<file path="src/rtl/svpwm_pkg.sv">
package svpwm_pkg;
  localparam int NUM_PH = 3;
  typedef enum logic {DIR_DOWN = 1'b0, DIR_UP = 1'b1} ramp_dir_e;
endpackage

</file>
<file path="src/rtl/svpwm_carrier.sv">
module svpwm_carrier import svpwm_pkg::*; #(
  parameter int CNT_W = 16
) (
  input  logic             clk_i,
  input  logic             rst_ni,
  input  logic [CNT_W-1:0] period_i,
  output logic [CNT_W-1:0] cnt_o,
  output logic [CNT_W-1:0] eff_o,
  output logic             top_o
);
  logic [CNT_W-1:0] cnt_q, peak_q;
  ramp_dir_e        dir_q;

  assign eff_o = (period_i < CNT_W'(2)) ? CNT_W'(2) : period_i;
  assign top_o = (dir_q == DIR_UP) && (cnt_q == peak_q);
  assign cnt_o = cnt_q;

  // out of reset the first clock is a top, which captures the first period
  always_ff @(posedge clk_i or negedge rst_ni) begin
    if (!rst_ni) begin
      cnt_q  <= '0;
      peak_q <= '0;
      dir_q  <= DIR_UP;
    end else if (top_o) begin
      peak_q <= eff_o;
      cnt_q  <= eff_o - CNT_W'(1);
      dir_q  <= DIR_DOWN;
    end else if (dir_q == DIR_UP) begin
      cnt_q <= cnt_q + CNT_W'(1);
    end else if (cnt_q == '0) begin
      cnt_q <= CNT_W'(1);
      dir_q <= DIR_UP;
    end else begin
      cnt_q <= cnt_q - CNT_W'(1);
    end
  end

  a_r2_cnt_in_range: assert property (@(posedge clk_i) disable iff (!rst_ni)
    cnt_q <= peak_q);
  a_r2_rising_step: assert property (@(posedge clk_i) disable iff (!rst_ni)
    (dir_q == DIR_UP) && !top_o |=> cnt_q == $past(cnt_q) + CNT_W'(1));
  a_r2_peak_floor: assert property (@(posedge clk_i) disable iff (!rst_ni)
    top_o |=> peak_q >= CNT_W'(2));
endmodule

</file>
<file path="src/rtl/svpwm_offset.sv">
module svpwm_offset import svpwm_pkg::*; #(
  parameter int REF_W     = 16,
  parameter int GAIN_W    = 16,
  parameter int GAIN_Q    = 18940,
  parameter int GAIN_FRAC = 14,
  parameter int MW        = REF_W + GAIN_W + 2 - GAIN_FRAC
) (
  input  logic [NUM_PH-1:0][REF_W-1:0] ref_i,
  output logic [NUM_PH-1:0][MW-1:0]    m_o
);
  localparam int PW = REF_W + GAIN_W + 1;
  localparam int SW = PW - GAIN_FRAC;
  localparam logic signed [GAIN_W:0] GAIN_S = (GAIN_W + 1)'(GAIN_Q);

  logic signed [SW-1:0] s [NUM_PH];
  logic signed [SW-1:0] s_max, s_min;
  logic signed [SW:0]   ext_sum, cm;

  for (genvar k = 0; k < NUM_PH; k++) begin : g_scale
    logic signed [PW-1:0] prod;
    assign prod = $signed(ref_i[k]) * GAIN_S;
    assign s[k] = SW'(prod >>> GAIN_FRAC);
  end

  always_comb begin
    s_max = s[0];
    s_min = s[0];
    for (int k = 1; k < NUM_PH; k++) begin
      if (s[k] > s_max) s_max = s[k];
      if (s[k] < s_min) s_min = s[k];
    end
  end

  assign ext_sum = (SW + 1)'(s_max) + (SW + 1)'(s_min);
  assign cm      = ext_sum >>> 1;

  for (genvar k = 0; k < NUM_PH; k++) begin : g_shift
    logic signed [SW:0] diff;
    assign diff   = (SW + 1)'(s[k]) - cm;
    assign m_o[k] = MW'(diff);
  end
endmodule

</file>
<file path="src/rtl/svpwm_leg.sv">
module svpwm_leg #(
  parameter int CW    = 20,
  parameter int CNT_W = 16
) (
  input  logic                 clk_i,
  input  logic                 rst_ni,
  input  logic                 load_i,
  input  logic signed [CW-1:0] cmp_d_i,
  input  logic                 valid_i,
  input  logic [CNT_W-1:0]     cnt_i,
  output logic                 gate_hi_o,
  output logic                 gate_lo_o
);
  logic signed [CW-1:0] cmp_q, cnt_ext;
  logic                 above;

  assign cnt_ext = $signed({{(CW - CNT_W){1'b0}}, cnt_i});
  assign above   = cmp_q > cnt_ext;

  always_ff @(posedge clk_i or negedge rst_ni) begin
    if (!rst_ni) begin
      cmp_q     <= '0;
      gate_hi_o <= 1'b0;
      gate_lo_o <= 1'b0;
    end else begin
      if (load_i) cmp_q <= cmp_d_i;
      gate_hi_o <= valid_i & above;
      gate_lo_o <= valid_i & ~above;
    end
  end

  a_r1_idle_low: assert property (@(posedge clk_i) disable iff (!rst_ni)
    !valid_i |=> !gate_hi_o && !gate_lo_o);
  a_r6_pair_complement: assert property (@(posedge clk_i) disable iff (!rst_ni)
    valid_i |=> gate_hi_o != gate_lo_o);
  a_r7_hold_between_tops: assert property (@(posedge clk_i) disable iff (!rst_ni)
    !load_i |=> $stable(cmp_q));
endmodule

</file>
<file path="src/rtl/svpwm_gen.sv">
module svpwm_gen import svpwm_pkg::*; #(
  parameter int REF_W     = 16,
  parameter int CNT_W     = 16,
  parameter int GAIN_W    = 16,
  parameter int GAIN_Q    = 18940,
  parameter int GAIN_FRAC = 14
) (
  input  logic                    clk_i,
  input  logic                    rst_ni,
  input  logic signed [REF_W-1:0] ref_a_i,
  input  logic signed [REF_W-1:0] ref_b_i,
  input  logic signed [REF_W-1:0] ref_c_i,
  input  logic [CNT_W-1:0]        period_i,
  output logic [NUM_PH-1:0]       gate_hi_o,
  output logic [NUM_PH-1:0]       gate_lo_o
);
  localparam int MW = REF_W + GAIN_W + 2 - GAIN_FRAC;
  localparam int CW = ((MW > CNT_W + 1) ? MW : CNT_W + 1) + 1;

  logic [CNT_W-1:0]              cnt, eff;
  logic                          top, valid_q;
  logic [CNT_W:0]                half;
  logic [NUM_PH-1:0][REF_W-1:0]  refs;
  logic [NUM_PH-1:0][MW-1:0]     m;

  assign refs = {ref_c_i, ref_b_i, ref_a_i};
  assign half = ({1'b0, eff} + (CNT_W + 1)'(1)) >> 1;

  svpwm_carrier #(.CNT_W(CNT_W)) u_carrier (
    .clk_i, .rst_ni, .period_i,
    .cnt_o(cnt), .eff_o(eff), .top_o(top)
  );

  svpwm_offset #(
    .REF_W(REF_W), .GAIN_W(GAIN_W), .GAIN_Q(GAIN_Q),
    .GAIN_FRAC(GAIN_FRAC), .MW(MW)
  ) u_offset (.ref_i(refs), .m_o(m));

  always_ff @(posedge clk_i or negedge rst_ni) begin
    if (!rst_ni)  valid_q <= 1'b0;
    else if (top) valid_q <= 1'b1;
  end

  for (genvar k = 0; k < NUM_PH; k++) begin : g_leg
    logic signed [CW-1:0] cmp_d;
    assign cmp_d = CW'($signed(m[k])) + $signed(CW'(half));
    svpwm_leg #(.CW(CW), .CNT_W(CNT_W)) u_leg (
      .clk_i, .rst_ni,
      .load_i(top), .cmp_d_i(cmp_d), .valid_i(valid_q), .cnt_i(cnt),
      .gate_hi_o(gate_hi_o[k]), .gate_lo_o(gate_lo_o[k])
    );
  end

  a_r1_valid_after_top: assert property (@(posedge clk_i) disable iff (!rst_ni)
    !valid_q && !top |=> !valid_q);
endmodule

</file>
<file path="config.mk">
export PLATFORM = sky130hd
export DESIGN_NAME = svpwm_gen
export DESIGN_NICKNAME = d
export VERILOG_FILES = /design/src/rtl/svpwm_pkg.sv /design/src/rtl/svpwm_carrier.sv /design/src/rtl/svpwm_offset.sv /design/src/rtl/svpwm_leg.sv /design/src/rtl/svpwm_gen.sv
export SDC_FILE = /design/constraint.sdc
export NUM_CORES = 2
export LEC_CHECK = 0
export BUFFER_PORTS_ARGS = -buffer_cell sky130_fd_sc_hd__clkbuf_2
export CAP_MARGIN = 20
export CORE_MARGIN = 8
export CORE_UTILIZATION = 43
export DETAILED_ROUTE_END_ITERATION = 16
export SYNTH_ARGS = -nofsm -noshare
export SYNTH_HDL_FRONTEND = slang
export SYNTH_SLANG_ARGS = --single-unit
</file>
<file path="constraint.sdc">
create_clock -name clk_i -period 3.7 [get_ports clk_i]
set_input_delay 0.74 -clock clk_i [delete_from_list [all_inputs] [get_ports clk_i]]
set_output_delay 0.74 -clock clk_i [all_outputs]
set_load 0.005 [all_outputs]
</file>
# Yosys cells after proc, flatten, opt, wreduce, memory -nomap -nowiden
# Cells that the tools add are included.
dict set report classes {
  add_sub_neg 11
  mux 11
  n_mul 3
  n_lt_le_gt_ge 8
  bitwise 9
  eq_ne 1
  n_reduce_logical 2
}
# cell count
set ops {}
lappend ops {{$mul A16 B14 Y30 const B} 3}
lappend ops {{$mux W19} 4}
lappend ops {{$mux W16} 4}
lappend ops {{$add A20 B17 Y21} 3}
lappend ops {{$gt A21 B17 Y1} 3}
lappend ops {{$sub A18 B19 Y20} 3}
lappend ops {{$sub A16 B1 Y16 const B} 2}
lappend ops {{$add A19 B19 Y20} 1}
lappend ops {{$gt A18 B19 Y1} 1}
lappend ops {{$lt A18 B19 Y1} 1}
lappend ops {{$gt A18 B18 Y1} 1}
lappend ops {{$lt A18 B18 Y1} 1}
lappend ops {{$add A16 B1 Y17 const B} 1}
lappend ops {{$add A16 B1 Y16 const B} 1}
lappend ops {{$eq A16 B16 Y1} 1}
lappend ops {{$logic_not A16 Y1} 1}
lappend ops {{$lt A16 B2 Y1 const B} 1}
lappend ops {{$and A1 B1 Y1} 6}
lappend ops {{$mux W1} 3}
lappend ops {{$not A1 Y1} 3}
lappend ops {{$logic_and A1 B1 Y1} 1}
dict set report word_totals {
  elab_cells 58
  regBits 103
  out_inout_bits 6
}

# Longest topological paths before layout
dict set report logic_depth {
  depth_word 8
  mapped_depth 74
}

# Modules after synthesis
# A second synthesis with hierarchy kept.
dict set report unflattened {
  hier_cells 3374
  hier_area_um2 29902.4
}
# mod area_each_um2 cells_per_inst n_inst seq_area_each_um2
set by_module_without_submodules {}
lappend by_module_without_submodules {svpwm_offset 20651.1 2341 1 0.0}
lappend by_module_without_submodules {svpwm_leg 1276.2 110 3 575.6}
lappend by_module_without_submodules {svpwm_gen 2991.6 413 1 25.0}
lappend by_module_without_submodules {svpwm_carrier 2431.1 290 1 827.0}

# Least setup slack after synthesis
# Ideal clock, no wire load.
dict set report synth_timing {
  path_type {input to register}
  from {input port ref_a_i[8]}
  to {register g_leg[1].u_leg.cmp_q[18]}
  stages 69
  arrival_time_ns 15.127
  n_path_buf 2
  path_slack_ns -11.560
  required_time_ns 3.567
  cell_sequence {inv_1 fa_1 fa_1 inv_1 fa_1 inv_1 fa_1 inv_1 fa_1 inv_1 fa_1 inv_1 ha_1 a21o_1 nor2b_1 o221a_2 o2111a_1 o21a_1 [... 33 more ...] o21bai_1 a21oi_1 o21bai_1 a21oi_1 o21bai_1 a21oi_1 o21bai_1 a21oi_1 xor2_1 inv_1 fa_1 inv_1 ha_1 o21ai_0 a21oi_1 o41ai_1 xor2_1 o21ai_0}
}
dict set report synth_between {
  elab_chain_cells 8
}
# element line
set synth_lines {}
lappend synth_lines {{from (decl)} svpwm_gen.sv:10} ;# input logic signed [REF_W-1:0] ref_a_i,
lappend synth_lines {{$mul A16 B14 Y30 (*)} svpwm_offset.sv:21} ;# assign prod = $signed(ref_i[k]) * GAIN_S;
lappend synth_lines {{$gt A18 B18 Y1 / $lt A18 B18 Y1 (equally long branches)} {svpwm_offset.sv:29, svpwm_offset.sv:30}}
lappend synth_lines {{$mux W19, on equally long branches} {svpwm_offset.sv:29, svpwm_offset.sv:30}}
lappend synth_lines {{$gt A18 B19 Y1 / $lt A18 B19 Y1 (equally long branches)} {svpwm_offset.sv:29, svpwm_offset.sv:30}}
lappend synth_lines {{$mux W19, on equally long branches} {svpwm_offset.sv:29, svpwm_offset.sv:30}}
lappend synth_lines {{$add A19 B19 Y20 (*)} svpwm_offset.sv:34} ;# assign ext_sum = (SW + 1)'(s_max) + (SW + 1)'(s_min);
lappend synth_lines {{$sub A18 B19 Y20 (*)} svpwm_offset.sv:39} ;# assign diff = (SW + 1)'(s[k]) - cm;
lappend synth_lines {{$add A20 B17 Y21 (*)} svpwm_gen.sv:46} ;# assign cmp_d = CW'($signed(m[k])) + $signed(CW'(half));
lappend synth_lines {{to (signal assigned)} svpwm_leg.sv:26} ;# if (load_i) cmp_q <= cmp_d_i;
lappend synth_lines {{to (decl)} svpwm_leg.sv:14} ;# logic signed [CW-1:0] cmp_q, cnt_ext;
# Every way passes the cells marked *; elsewhere a longest branch is shown, timed or not.
# A chain may end at the register's enable or synchronous reset.

# Worst setup path in the final report
dict set report layout_timing {
  from {input port ref_b_i[7]}
  to {register g_leg[1].u_leg.cmp_q[18]}
}
dict set report layout_between {
  elab_chain_cells 8
}
# element line
set layout_lines {}
lappend layout_lines {{from (decl)} svpwm_gen.sv:11} ;# input logic signed [REF_W-1:0] ref_b_i,
lappend layout_lines {{$mul A16 B14 Y30 (*)} svpwm_offset.sv:21}
lappend layout_lines {{$gt A18 B18 Y1 / $lt A18 B18 Y1 (equally long branches)} {svpwm_offset.sv:29, svpwm_offset.sv:30}}
lappend layout_lines {{$mux W19, on equally long branches} {svpwm_offset.sv:29, svpwm_offset.sv:30}}
lappend layout_lines {{$gt A18 B19 Y1 / $lt A18 B19 Y1 (equally long branches)} {svpwm_offset.sv:29, svpwm_offset.sv:30}}
lappend layout_lines {{$mux W19, on equally long branches} {svpwm_offset.sv:29, svpwm_offset.sv:30}}
lappend layout_lines {{$add A19 B19 Y20} svpwm_offset.sv:34}
lappend layout_lines {{$sub A18 B19 Y20 (*)} svpwm_offset.sv:39}
lappend layout_lines {{$add A20 B17 Y21 (*)} svpwm_gen.sv:46}
# Marks and branches as above.

==> results.json <==
{
  "r2r_start": "u_carrier.cnt_o[5]$_DFF_PN0_",
  "syn_inst": 3191,
  "crit_end": "g_leg[1].u_leg.cmp_q[18]$_DFFE_PN0P_",
  "grt_start_max_net_pins": 58,
  "cts_sinks": 103,
  "run_status": "finished with violations",
  "detailedRoute.firstPassIterationCount": 6,
  "crit_top_cell": "sky130_fd_sc_hd__fa_1",
  "yosysWarningCount": 0,
  "cap_violations": 0,
  "grtUsageMet3_pct": 1.08,
  "viasPerCell": 5.02,
  "postSynthRegisterBits": 103,
  "die_h_um": 272,
  "setup.reg_to_reg.worst_slack_ns": 0.30,
  "place.port_buffers": 71,
  "max_slew_headroom_pct": 47.0,
  "timing.critical_path.fanout_max": 6,
  "critPathCaptureType": "flip-flop",
  "fin_cells": 4884,
  "final_hold_viol_count": 0,
  "final_layout_size_suffix_gt1_share_pct": 31.4,
  "violations": "negative setup slack",
  "grt_use_total_pct": 20.0,
  "design.portCount": 72,
  "clock_insertion_delay_worst_skew_ns": 0.36,
  "filler_cell_count": 5578,
  "grt_first_pass_wirelength_um": 124000,
  "synth_area_per_cell_um2": 8.81,
  "synth_nets": 4121,
  "drt_iter0_drc": 996,
  "fmaxAchievable_ghz": 0.0719,
  "first_global_vias": 25570,
  "post-route-period-util_pct": 376,
  "synthesis_to_layout_area_growth_pct": 35.3,
  "h_tree_depth_reported_by_cts": 3,
  "antennaDiodeCount": 0,
  "wl_um": 75500,
  "met2_usage_pct": 35.8,
  "clock_tree.root_cell": "sky130_fd_sc_hd__clkbuf_16",
  "worstPathRequired_ns": 3.92,
  "min_period_ns": 13.91,
  "cts_hold_buffers": 0,
  "timing.setup.critical_path_class": "input port to flip-flop",
  "place_hpwl_um": 62400,
  "cp_slowest_stage_delay_ns": 0.53,
  "ys_seq_area_share_pct": 9.18,
  "design.die.area_um2": 73800,
  "avgRoutedWirePerCell_um": 15.5,
  "synth.distinct_cells": 83,
  "place.gp.congestion": 0.940,
  "core-area_um2": 64600,
  "final_net_count": 4955,
  "grt_antenna_before_repair": 0,
  "worst_setup_hold_path_clk_slew_ns": 0.07,
  "synth-async-reset-ratio_pct": 100,
  "worst_setup_path_start_kind": "input port",
  "cts-root-to-sink-buffers": 2,
  "synth_enable_flop_cells": 0,
  "initial_core_utilization_pct": 43.5,
  "rsz0062_at_grt": "yes",
  "timing.final.ws_setup_ns": -10.21,
  "final-setup-viol-count": 63,
  "cts_inserted_buffers": 9,
  "rows": 93,
  "grt_overflow": 0,
  "final_max_slew_viol_count": 0,
  "grt.met1_usage_pct": 26.4,
  "ant_nets": 0,
  "tns_ns": -581.43,
  "fin_hold_ws_ns": 0.381,
  "timing.rr.end": "u_carrier.cnt_o[5]$_DFF_PN0_",
  "cp_slowest_cell": "sky130_fd_sc_hd__fa_1",
  "worstMarginPinSlew_ns": 0.795,
  "via_count": 24539,
  "fin_skew_ns": 0.00805,
  "cts_tree": "yes",
  "critPathLaunch": "ref_b_i[7]",
  "crit_arrival_ns": 14.14,
  "numPlacedInstances": 4774,
  "die_width_um": 272,
  "synth_area_um2": 28100,
  "post-route-drc-count": 0,
  "globalRoute.busiestLayer": "met2",
  "worst_hold_path_type": "input port to async pin",
  "worst-r2r-cell-count": 10,
  "postSynth.topFlopCell": "sky130_fd_sc_hd__dfrtp_1"
}
per-layer routing:
layer | vias up | wire length [µm]
li1 | 12158 | -
met2 | 370 | 38100
met3 | 103 | 1700
met4 | 0 | 1620
met5 | - | 0
met1 | 11908 | 34200
how the worst min path moves through the flow:
stage | startpoint | endpoint | slack [ns] | cells past startpoint
after floorplan | rst_ni | g_leg[0].u_leg.cmp_q[0]$_DFFE_PN0P_ | 0.44 | 0
after global placement | g_leg[1].u_leg.cmp_q[16]$_DFFE_PN0P_ | g_leg[1].u_leg.cmp_q[16]$_DFFE_PN0P_ | 0.45 | 2
after detailed placement | g_leg[1].u_leg.cmp_q[18]$_DFFE_PN0P_ | g_leg[1].u_leg.cmp_q[18]$_DFFE_PN0P_ | 0.47 | 2
after CTS | rst_ni | u_carrier.peak_q[3]$_DFFE_PN0P_ | 0.40 | 1
after global routing | rst_ni | u_carrier.peak_q[3]$_DFFE_PN0P_ | 0.43 | 1
final | rst_ni | u_carrier.peak_q[4]$_DFFE_PN0P_ | 0.38 | 1
synthesized netlist by cell type (13+ instances only):
cell type,count,area (µm²)
sky130_fd_sc_hd__nand2_1,202,758
sky130_fd_sc_hd__nor2_1,118,443
sky130_fd_sc_hd__o211ai_1,13,97.6
sky130_fd_sc_hd__and3_1,19,119
sky130_fd_sc_hd__a21oi_1,162,811
sky130_fd_sc_hd__nand4_1,32,200
sky130_fd_sc_hd__o21bai_1,15,113
sky130_fd_sc_hd__clkbuf_1,53,199
sky130_fd_sc_hd__a211oi_1,29,218
sky130_fd_sc_hd__nand3_1,44,220
sky130_fd_sc_hd__nor4_1,15,93.8
sky130_fd_sc_hd__inv_1,681,2560
sky130_fd_sc_hd__nor3_1,38,190
sky130_fd_sc_hd__mux2i_1,54,541
sky130_fd_sc_hd__nor2b_1,25,156
sky130_fd_sc_hd__a31oi_1,15,93.8
sky130_fd_sc_hd__o21a_1,29,218
sky130_fd_sc_hd__or3_1,13,81.3
sky130_fd_sc_hd__fa_1,365,7310
sky130_fd_sc_hd__a21o_1,68,510
sky130_fd_sc_hd__nand2b_1,36,225
sky130_fd_sc_hd__ha_1,499,6240
sky130_fd_sc_hd__xnor2_1,152,1330
sky130_fd_sc_hd__o21ai_0,202,1010
sky130_fd_sc_hd__dfrtp_1,102,2550
sky130_fd_sc_hd__xor2_1,55,482
cell usage in the layout, fill, tap and decap left out, drive strengths merged, types with 36 or more instances in the layout:
master    n
dfrtp   102
nand2b   36
buf     821
ha      499
xnor2   152
nand2   202
clkbuf   79
fa      365
o21ai   208
nand3    44
a21oi   162
a21o     68
mux2i    54
nor3     38
nor2    118
xor2     55
inv     680
cells by family (layout without fill, tap and decap cells):
kind of cell | count (synthesis) | count (layout) | synth area share [%]
compound gates | 629 | 629 | 14.1
mux | 55 | 55 | 1.96
xor+xnor | 207 | 207 | 6.45
fa+ha+maj | 865 | 865 | 48.3
simple gates | 582 | 582 | 9.95
buf+inv | 750 | 1588 | 10.1
flops | 103 | 103 | 9.18
per-stage QoR:
stage / setup WS, ns / util, % / area [µm²]
after floorplan: -10.25 / - / 28400
after global placement: -10.64 / 54.2 / 35000
after detailed placement: -10.90 / 54.2 / 35000
after CTS: -10.09 / 57.4 / 37100
after global routing: -10.85 / 58.9 / 38000
final: -10.21 / 58.9 / 38000
area by class of cell:
class	count	area (µm²)	share of cell area (%)
clock buffer	12	246	0.648
timing repair buffer	888	6780	17.8
clock inverter	3	20.0	0.0526
tap	855	1070	2.81
sequential	103	2580	6.78
inverter	685	2590	6.82
multi-input combinational	2338	24800	65.1
registers in the layout, indices dropped and copies added (netlist names):
register,count
g_leg.u_leg.cmp_q,63
u_carrier.cnt_o,16
u_carrier.peak_q,16
g_leg.u_leg.gate_hi_o,3
g_leg.u_leg.gate_lo_o,3
u_carrier.dir_q,1
valid_q,1
worst max-delay path, delay by kind of cell:
| kind | cells | cell delay, ns |
|---|---|---|
| multiplexers | 1 | 0.28 |
| AO/OA/AOI/OAI | 33 | 5.46 |
| AND/OR/NAND/NOR | 3 | 0.40 |
| buffers and inverters | 16 | 1.63 |
| XOR/XNOR | 3 | 0.43 |
| adder cells (fa/ha/maj) | 13 | 5.17 |
what timing repair did:
item                                    4_1_cts  5_1_grt
pin swaps                                   246      169
endpoints found under the setup margin       63       63
buffers inserted                             93       43
resized for setup                           341      139
Power is not shown: default switching activity piles up to over one toggle a cycle in this logic, so the estimate is an artifact.
